<file path="src/rtl/tmr_pkg.sv">
package tmr_pkg;

  // Register byte offsets; software addresses these, so they are fixed.
  localparam int unsigned OFS_CMP   = 32'h00;
  localparam int unsigned OFS_CNT   = 32'h04;
  localparam int unsigned OFS_STAT  = 32'h10;
  localparam int unsigned OFS_START = 32'h14;
  localparam int unsigned OFS_STOP  = 32'h18;
  localparam int unsigned OFS_CTRL  = 32'h20;

  // Field positions.
  localparam int unsigned TRIG_BIT = 0;  // start/stop trigger and status flag
  localparam int unsigned MODE_BIT = 1;  // control: mode select

  typedef enum logic {
    MODE_INTERVAL = 1'b0,
    MODE_FREE     = 1'b1
  } tmr_mode_e;

endpackage

</file>
<file path="src/rtl/tmr_regs.sv">
module tmr_regs
  import tmr_pkg::*;
#(
  parameter int DW = 32,
  parameter int AW = 6
) (
  input  logic          clk,
  input  logic          rst_n,
  input  logic [AW-1:0] bus_addr,
  input  logic          bus_wr,
  input  logic [DW-1:0] bus_wdata,
  input  logic          run_st,
  input  logic [DW-1:0] cnt_q,
  output logic [DW-1:0] cmp_q,
  output tmr_mode_e     mode_q,
  output logic          start_req,
  output logic          stop_req,
  output logic [DW-1:0] bus_rdata
);

  function automatic logic addr_is(input logic [AW-1:0] a, input int unsigned ofs);
    return a == AW'(ofs);
  endfunction

  logic hit_cmp, hit_cnt, hit_stat, hit_start, hit_stop, hit_ctrl;
  logic cfg_open;

  assign hit_cmp   = addr_is(bus_addr, OFS_CMP);
  assign hit_cnt   = addr_is(bus_addr, OFS_CNT);
  assign hit_stat  = addr_is(bus_addr, OFS_STAT);
  assign hit_start = addr_is(bus_addr, OFS_START);
  assign hit_stop  = addr_is(bus_addr, OFS_STOP);
  assign hit_ctrl  = addr_is(bus_addr, OFS_CTRL);

  // Configuration is writable only while the channel is stopped.
  assign cfg_open = bus_wr && !run_st;

  always_ff @(posedge clk or negedge rst_n) begin
    if (!rst_n) begin
      cmp_q  <= '0;
      mode_q <= MODE_INTERVAL;
    end else begin
      if (cfg_open && hit_cmp)  cmp_q  <= bus_wdata;
      if (cfg_open && hit_ctrl) mode_q <= tmr_mode_e'(bus_wdata[MODE_BIT]);
    end
  end

  assign start_req = bus_wr && hit_start && bus_wdata[TRIG_BIT];
  assign stop_req  = bus_wr && hit_stop  && bus_wdata[TRIG_BIT];

  always_comb begin
    bus_rdata = '0;
    if (hit_cmp)       bus_rdata = cmp_q;
    else if (hit_cnt)  bus_rdata = cnt_q;
    else if (hit_stat) bus_rdata[TRIG_BIT] = run_st;
    else if (hit_ctrl) bus_rdata[MODE_BIT] = mode_q;
  end

endmodule

</file>
<file path="src/rtl/tmr_ctrl.sv">
module tmr_ctrl (
  input  logic clk,
  input  logic rst_n,
  input  logic start_req,
  input  logic stop_req,
  output logic run_st,
  output logic stop_pend,
  output logic start_go
);

  logic stop_go;

  // A start counts only from a fully stopped channel with no stop alongside.
  assign start_go = start_req && !run_st && !stop_req;
  // A stop is latched once; repeated stops during the pending clock are absorbed.
  assign stop_go  = stop_req && run_st && !stop_pend;

  always_ff @(posedge clk or negedge rst_n) begin
    if (!rst_n) begin
      run_st    <= 1'b0;
      stop_pend <= 1'b0;
    end else begin
      stop_pend <= stop_go;
      if (stop_pend)     run_st <= 1'b0;
      else if (start_go) run_st <= 1'b1;
    end
  end

endmodule

</file>
<file path="src/rtl/tmr_count.sv">
module tmr_count
  import tmr_pkg::*;
#(
  parameter int DW = 32
) (
  input  logic          clk,
  input  logic          rst_n,
  input  logic          run_st,
  input  logic          start_go,
  input  tmr_mode_e     mode_q,
  input  logic [DW-1:0] cmp_q,
  output logic [DW-1:0] cnt_q,
  output logic          match_evt,
  output logic          irq
);

  function automatic logic hits(input logic [DW-1:0] c, input logic [DW-1:0] k);
    return c == k;
  endfunction

  // Next count while running: interval mode reloads after the compare value.
  function automatic logic [DW-1:0] advance(input logic [DW-1:0] c,
                                            input logic [DW-1:0] k,
                                            input tmr_mode_e m);
    if (m == MODE_INTERVAL && hits(c, k)) return '0;
    return c + 1'b1;
  endfunction

  assign match_evt = run_st && hits(cnt_q, cmp_q);

  always_ff @(posedge clk or negedge rst_n) begin
    if (!rst_n) begin
      cnt_q <= '0;
      irq   <= 1'b0;
    end else begin
      irq <= match_evt;
      if (start_go)    cnt_q <= '0;
      else if (run_st) cnt_q <= advance(cnt_q, cmp_q, mode_q);
    end
  end

endmodule

</file>
<file path="src/rtl/tmr_channel.sv">
module tmr_channel
  import tmr_pkg::*;
#(
  parameter int DW = 32,
  parameter int AW = 6
) (
  input  logic          clk,
  input  logic          rst_n,
  input  logic [AW-1:0] bus_addr,
  input  logic          bus_wr,
  input  logic [DW-1:0] bus_wdata,
  output logic [DW-1:0] bus_rdata,
  output logic          irq
);

  logic [DW-1:0] cmp_q;
  logic [DW-1:0] cnt_q;
  tmr_mode_e     mode_q;
  logic          start_req, stop_req;
  logic          run_st, stop_pend, start_go;
  logic          match_evt;

  tmr_regs #(.DW(DW), .AW(AW)) u_regs (
    .clk       (clk),
    .rst_n     (rst_n),
    .bus_addr  (bus_addr),
    .bus_wr    (bus_wr),
    .bus_wdata (bus_wdata),
    .run_st    (run_st),
    .cnt_q     (cnt_q),
    .cmp_q     (cmp_q),
    .mode_q    (mode_q),
    .start_req (start_req),
    .stop_req  (stop_req),
    .bus_rdata (bus_rdata)
  );

  tmr_ctrl u_ctrl (
    .clk       (clk),
    .rst_n     (rst_n),
    .start_req (start_req),
    .stop_req  (stop_req),
    .run_st    (run_st),
    .stop_pend (stop_pend),
    .start_go  (start_go)
  );

  tmr_count #(.DW(DW)) u_count (
    .clk       (clk),
    .rst_n     (rst_n),
    .run_st    (run_st),
    .start_go  (start_go),
    .mode_q    (mode_q),
    .cmp_q     (cmp_q),
    .cnt_q     (cnt_q),
    .match_evt (match_evt),
    .irq       (irq)
  );

endmodule

</file>
<file path="config.mk">
export PLATFORM = sky130hd
export DESIGN_NAME = tmr_channel
export DESIGN_NICKNAME = d
export VERILOG_FILES = /design/src/rtl/tmr_pkg.sv /design/src/rtl/tmr_regs.sv /design/src/rtl/tmr_ctrl.sv /design/src/rtl/tmr_count.sv /design/src/rtl/tmr_channel.sv
export SDC_FILE = /design/constraint.sdc
export NUM_CORES = 1
export LEC_CHECK = 0
export ABC_AREA = 1
export BUFFER_PORTS_ARGS = -buffer_cell sky130_fd_sc_hd__buf_4
export CAP_MARGIN = 10
export CORE_ASPECT_RATIO = 0.7
export CORE_MARGIN = 2
export CORE_UTILIZATION = 57
export DETAILED_ROUTE_END_ITERATION = 6
export PLACE_DENSITY = 0.81
export SKIP_LAST_GASP = 1
export SLEW_MARGIN = 10
export SYNTH_ARGS = -nofsm -noshare
export SYNTH_HDL_FRONTEND = slang
export SYNTH_SLANG_ARGS = --single-unit
</file>
<file path="constraint.sdc">
create_clock -name clk -period 2.1 [get_ports clk]
set_input_delay 0.315 -clock clk [delete_from_list [all_inputs] [get_ports clk]]
set_output_delay 0.315 -clock clk [all_outputs]
set_load 0.05 [all_outputs]
</file>
==> impl_metrics.csv <==
group,metric,value,unit
status,status,"completed",
global_routing,grt_remaining_overflow,0,
timing,fin_skew,0.0105,ns
clock_tree,cts_buffers,9,
critical_path,cp-start-kind,"register",
clock_tree,cts_root_buf,"clkbuf_8",
synth,synth_top_family_by_area,"simple AND/OR/NAND/NOR gates",
pwr,p_per_area,738,mW/mm^2
critical_path,cp_max_fo,5,
floorplan,die-width,107,um
timing,period_needed,2.01,ns
synth,ys_warn_count,0,
critical_path,path_class,"reg2out",
synth,synth.avg_cell_area,7.48,sq um
flow_run,drv_cap,0,
synth,synth-edff-count,0,
placement,gp_congestion,1.03,
synth,synth_common_cells,"nand2_1 (169), nor2_1 (74), dfrtp_1 (68), inv_1 (57)",
route,firstDrtPassIters,5,
synth,yosysTopAreaCellShare,40.0,%
critical_path,end_kind,"output pin",
route,drt_iter0_drc,387,
synth,synthXorXnorAreaFrac,8.23,%
clock_tree,post_cts_buffers,0,
clock_tree,clk_pin_slew_worst_paths,0.07,ns
timing,rsz0062_at_grt,"false",
timing,hold_viol,0,
synth,postSynth.asyncResetShare,100,%
timing,slew_viol_final,0,
placement,portBuffers,73,
cells_and_area,final_cells,754,
synth,ys_types,39,
synth,synth_area_leaders,"dfrtp_1 (40%), nand2_1 (15%), nor2_1 (6.5%)",
floorplan,ios,74,
floorplan,initial_utilization,58.7,%
pwr,ir_drop,0.000536,V
clock_tree,h-tree-depth,3,
synth,yosysSeqAreaShare,40.0,%
clock_tree,cts_tree,"yes",
route,drc,0,
clock_tree,cts_resized,0,
clock_tree,clockBufferDepth,2,
clock_tree,clock_sinks,68,
route,vias,4141,
route,post_drt_wl_per_cell,16.5,um
global_routing,antenna_found_initial,0,
cells_and_area,syn_to_final_growth,21.3,%
cells_and_area,fill_cells,621,
route,drtAntennaViolNets,0,
placement,dpl.hpwl,9420,um
cells_and_area,diodes,0,
pwr,p_leak,2.54,nW
placement,dp.cells,737,
route,vias_per_cell,5.49,
timing,slew_headroom,69.2,%
synth,ys_ff_latch,68,
synth,yosys.area_share.simple,30.6,%
timing,tightest_slew,0.462,ns
synth,synth_fa_ha_area_share,0.294,%
global_routing,grt_max_degree,40,
pwr,p_total,0.00381,W
floorplan,die_h,76.3,um
timing,fin_crit_sh,95.9,%
timing,setup_viol,0,
synth,synthFlopType,"dfrtp_1",
critical_path,cp_data_required_time,1.78,ns
floorplan,core,0.00725,sq mm
cells_and_area,drive_above_1_share,21.3,%
synth,netlist_area,0.00426,sq mm
timing,max_freq,496,MHz
synth,syn_inst,569,
timing,tns,0,ns
floorplan,num_rows,26,
hold_path,hp-class,"in2reg",
cells_and_area,nNetsFinal,693,
floorplan,die_area,0.00819,sq mm
synth,yosysMostFrequentCell,"nand2_1",
synth,syn-num-nets,611,
critical_path,cp.arrival,1.70,ns
synth,synth.area.mux_share,5.82,%
global_routing,grt_pass1_wl,19800,um
global_routing,first_global_vias,4017,
clock_tree,insertion_delay,0.36,ns
global_routing,grt.total_usage,31.7,%
synth,synth_top_cell_by_area,"dfrtp_1",
synth,synth_compound_area_share,7.05,%
route,drt-total-wl,12400,um
clock_tree,cts_hold_buf,1,
==> registers in the layout, summed over array words and instances, names as in the netlist <==
register,flops
u_regs.cmp_q,32
u_ctrl.run_st,1
u_count.irq,1
u_ctrl.stop_pend,1
u_count.cnt_q,32
u_regs.mode_q,1
==> report_power, final <==
part,internal (W),switching (W),leakage (nW)
clock,0.000543,0.000511,0.0931
sequential,0.00146,0.000253,0.875
combinational,0.000403,0.000638,1.57
total,0.00241,0.00140,2.54
==> cells by family after synthesis <==
| kind of cell | after synthesis |
|---|---|
| AO/OA/AOI/OAI | 53 |
| XOR/XNOR | 40 |
| adder cells (fa/ha/maj) | 1 |
| buffers and inverters | 79 |
| flip-flops | 68 |
| multiplexers | 22 |
| AND/OR/NAND/NOR | 306 |
==> stage by stage <==
stage	utilization, %	hold WS [ns]	instance area [sq um]	setup slack [ns]
floorplan	-	0.0194	4260	-0.259
global placement	68.5	0.277	4970	0.242
detailed placement	68.5	0.282	4970	0.189
CTS	71.2	0.179	5160	0.0927
global route	71.2	0.175	5160	0.0266
finish	71.2	0.188	5160	0.0858
==> cell type report <==
class,instances,area (sq um),share of cell area [%]
tap,98,123,2.37
inverter,60,226,4.38
clock inverter,5,52.6,1.02
sequential,68,1700,32.9
clock buffer,11,131,2.54
timing repair buffer,90,716,13.9
multi-input combinational,422,2210,42.9
==> worst max-delay path, cell delays in order, from the launching register on <==
cell and delay (ns):
dfrtp_1 0.42, inv_1 0.08, buf_4 0.16, o32ai_1 0.32
buf_4 0.18, buf_4 0.19
==> metal layers <==
| metal | routed length, um | global-route usage (%) |
|---|---|---|
| met5 | 0 | 0 |
| met4 | 238 | 10.1 |
| met3 | 1080 | 7.10 |
| met1 | 5450 | 43.7 |
| met2 | 5650 | 49.7 |
==> cells in the final DEF (no fill, tap or decap), drive strengths merged <==
cell and count:
nand2 173, buf 89, nor2 80, dfrtp 68, inv 59, o21ai 27
nand3 26, xnor2 22, mux2 22, xor2 18, a21oi 11, clkbuf 11
nor3 10, nand4 9, o22ai 8, clkinv 4, nand3b 4, a32o 2
a22o 2, o32ai 1, o211ai 1, nor4 1, and3 1, and2 1
nor3b 1, a31oi 1, ha 1, clkinvlp 1, bufinv 1, dlygate4sd3 1
==> worst paths after layout <==
path,from,to,slack (ns),cells past startpoint
setup / recovery,u_count.cnt_q[27],bus_rdata[27],0.09,5
hold / removal,bus_wdata[10],u_regs.cmp_q[10],0.19,2
setup reg to reg,u_count.cnt_q[2],u_count.cnt_q[26],0.16,8
hold reg to reg,u_ctrl.stop_pend,u_ctrl.run_st,0.43,1
max in group asynchronous,rst_n,u_count.cnt_q[5],1.11,3
min in group asynchronous,rst_n,u_count.cnt_q[21],0.43,2
Power figures use the tool's default switching activity.
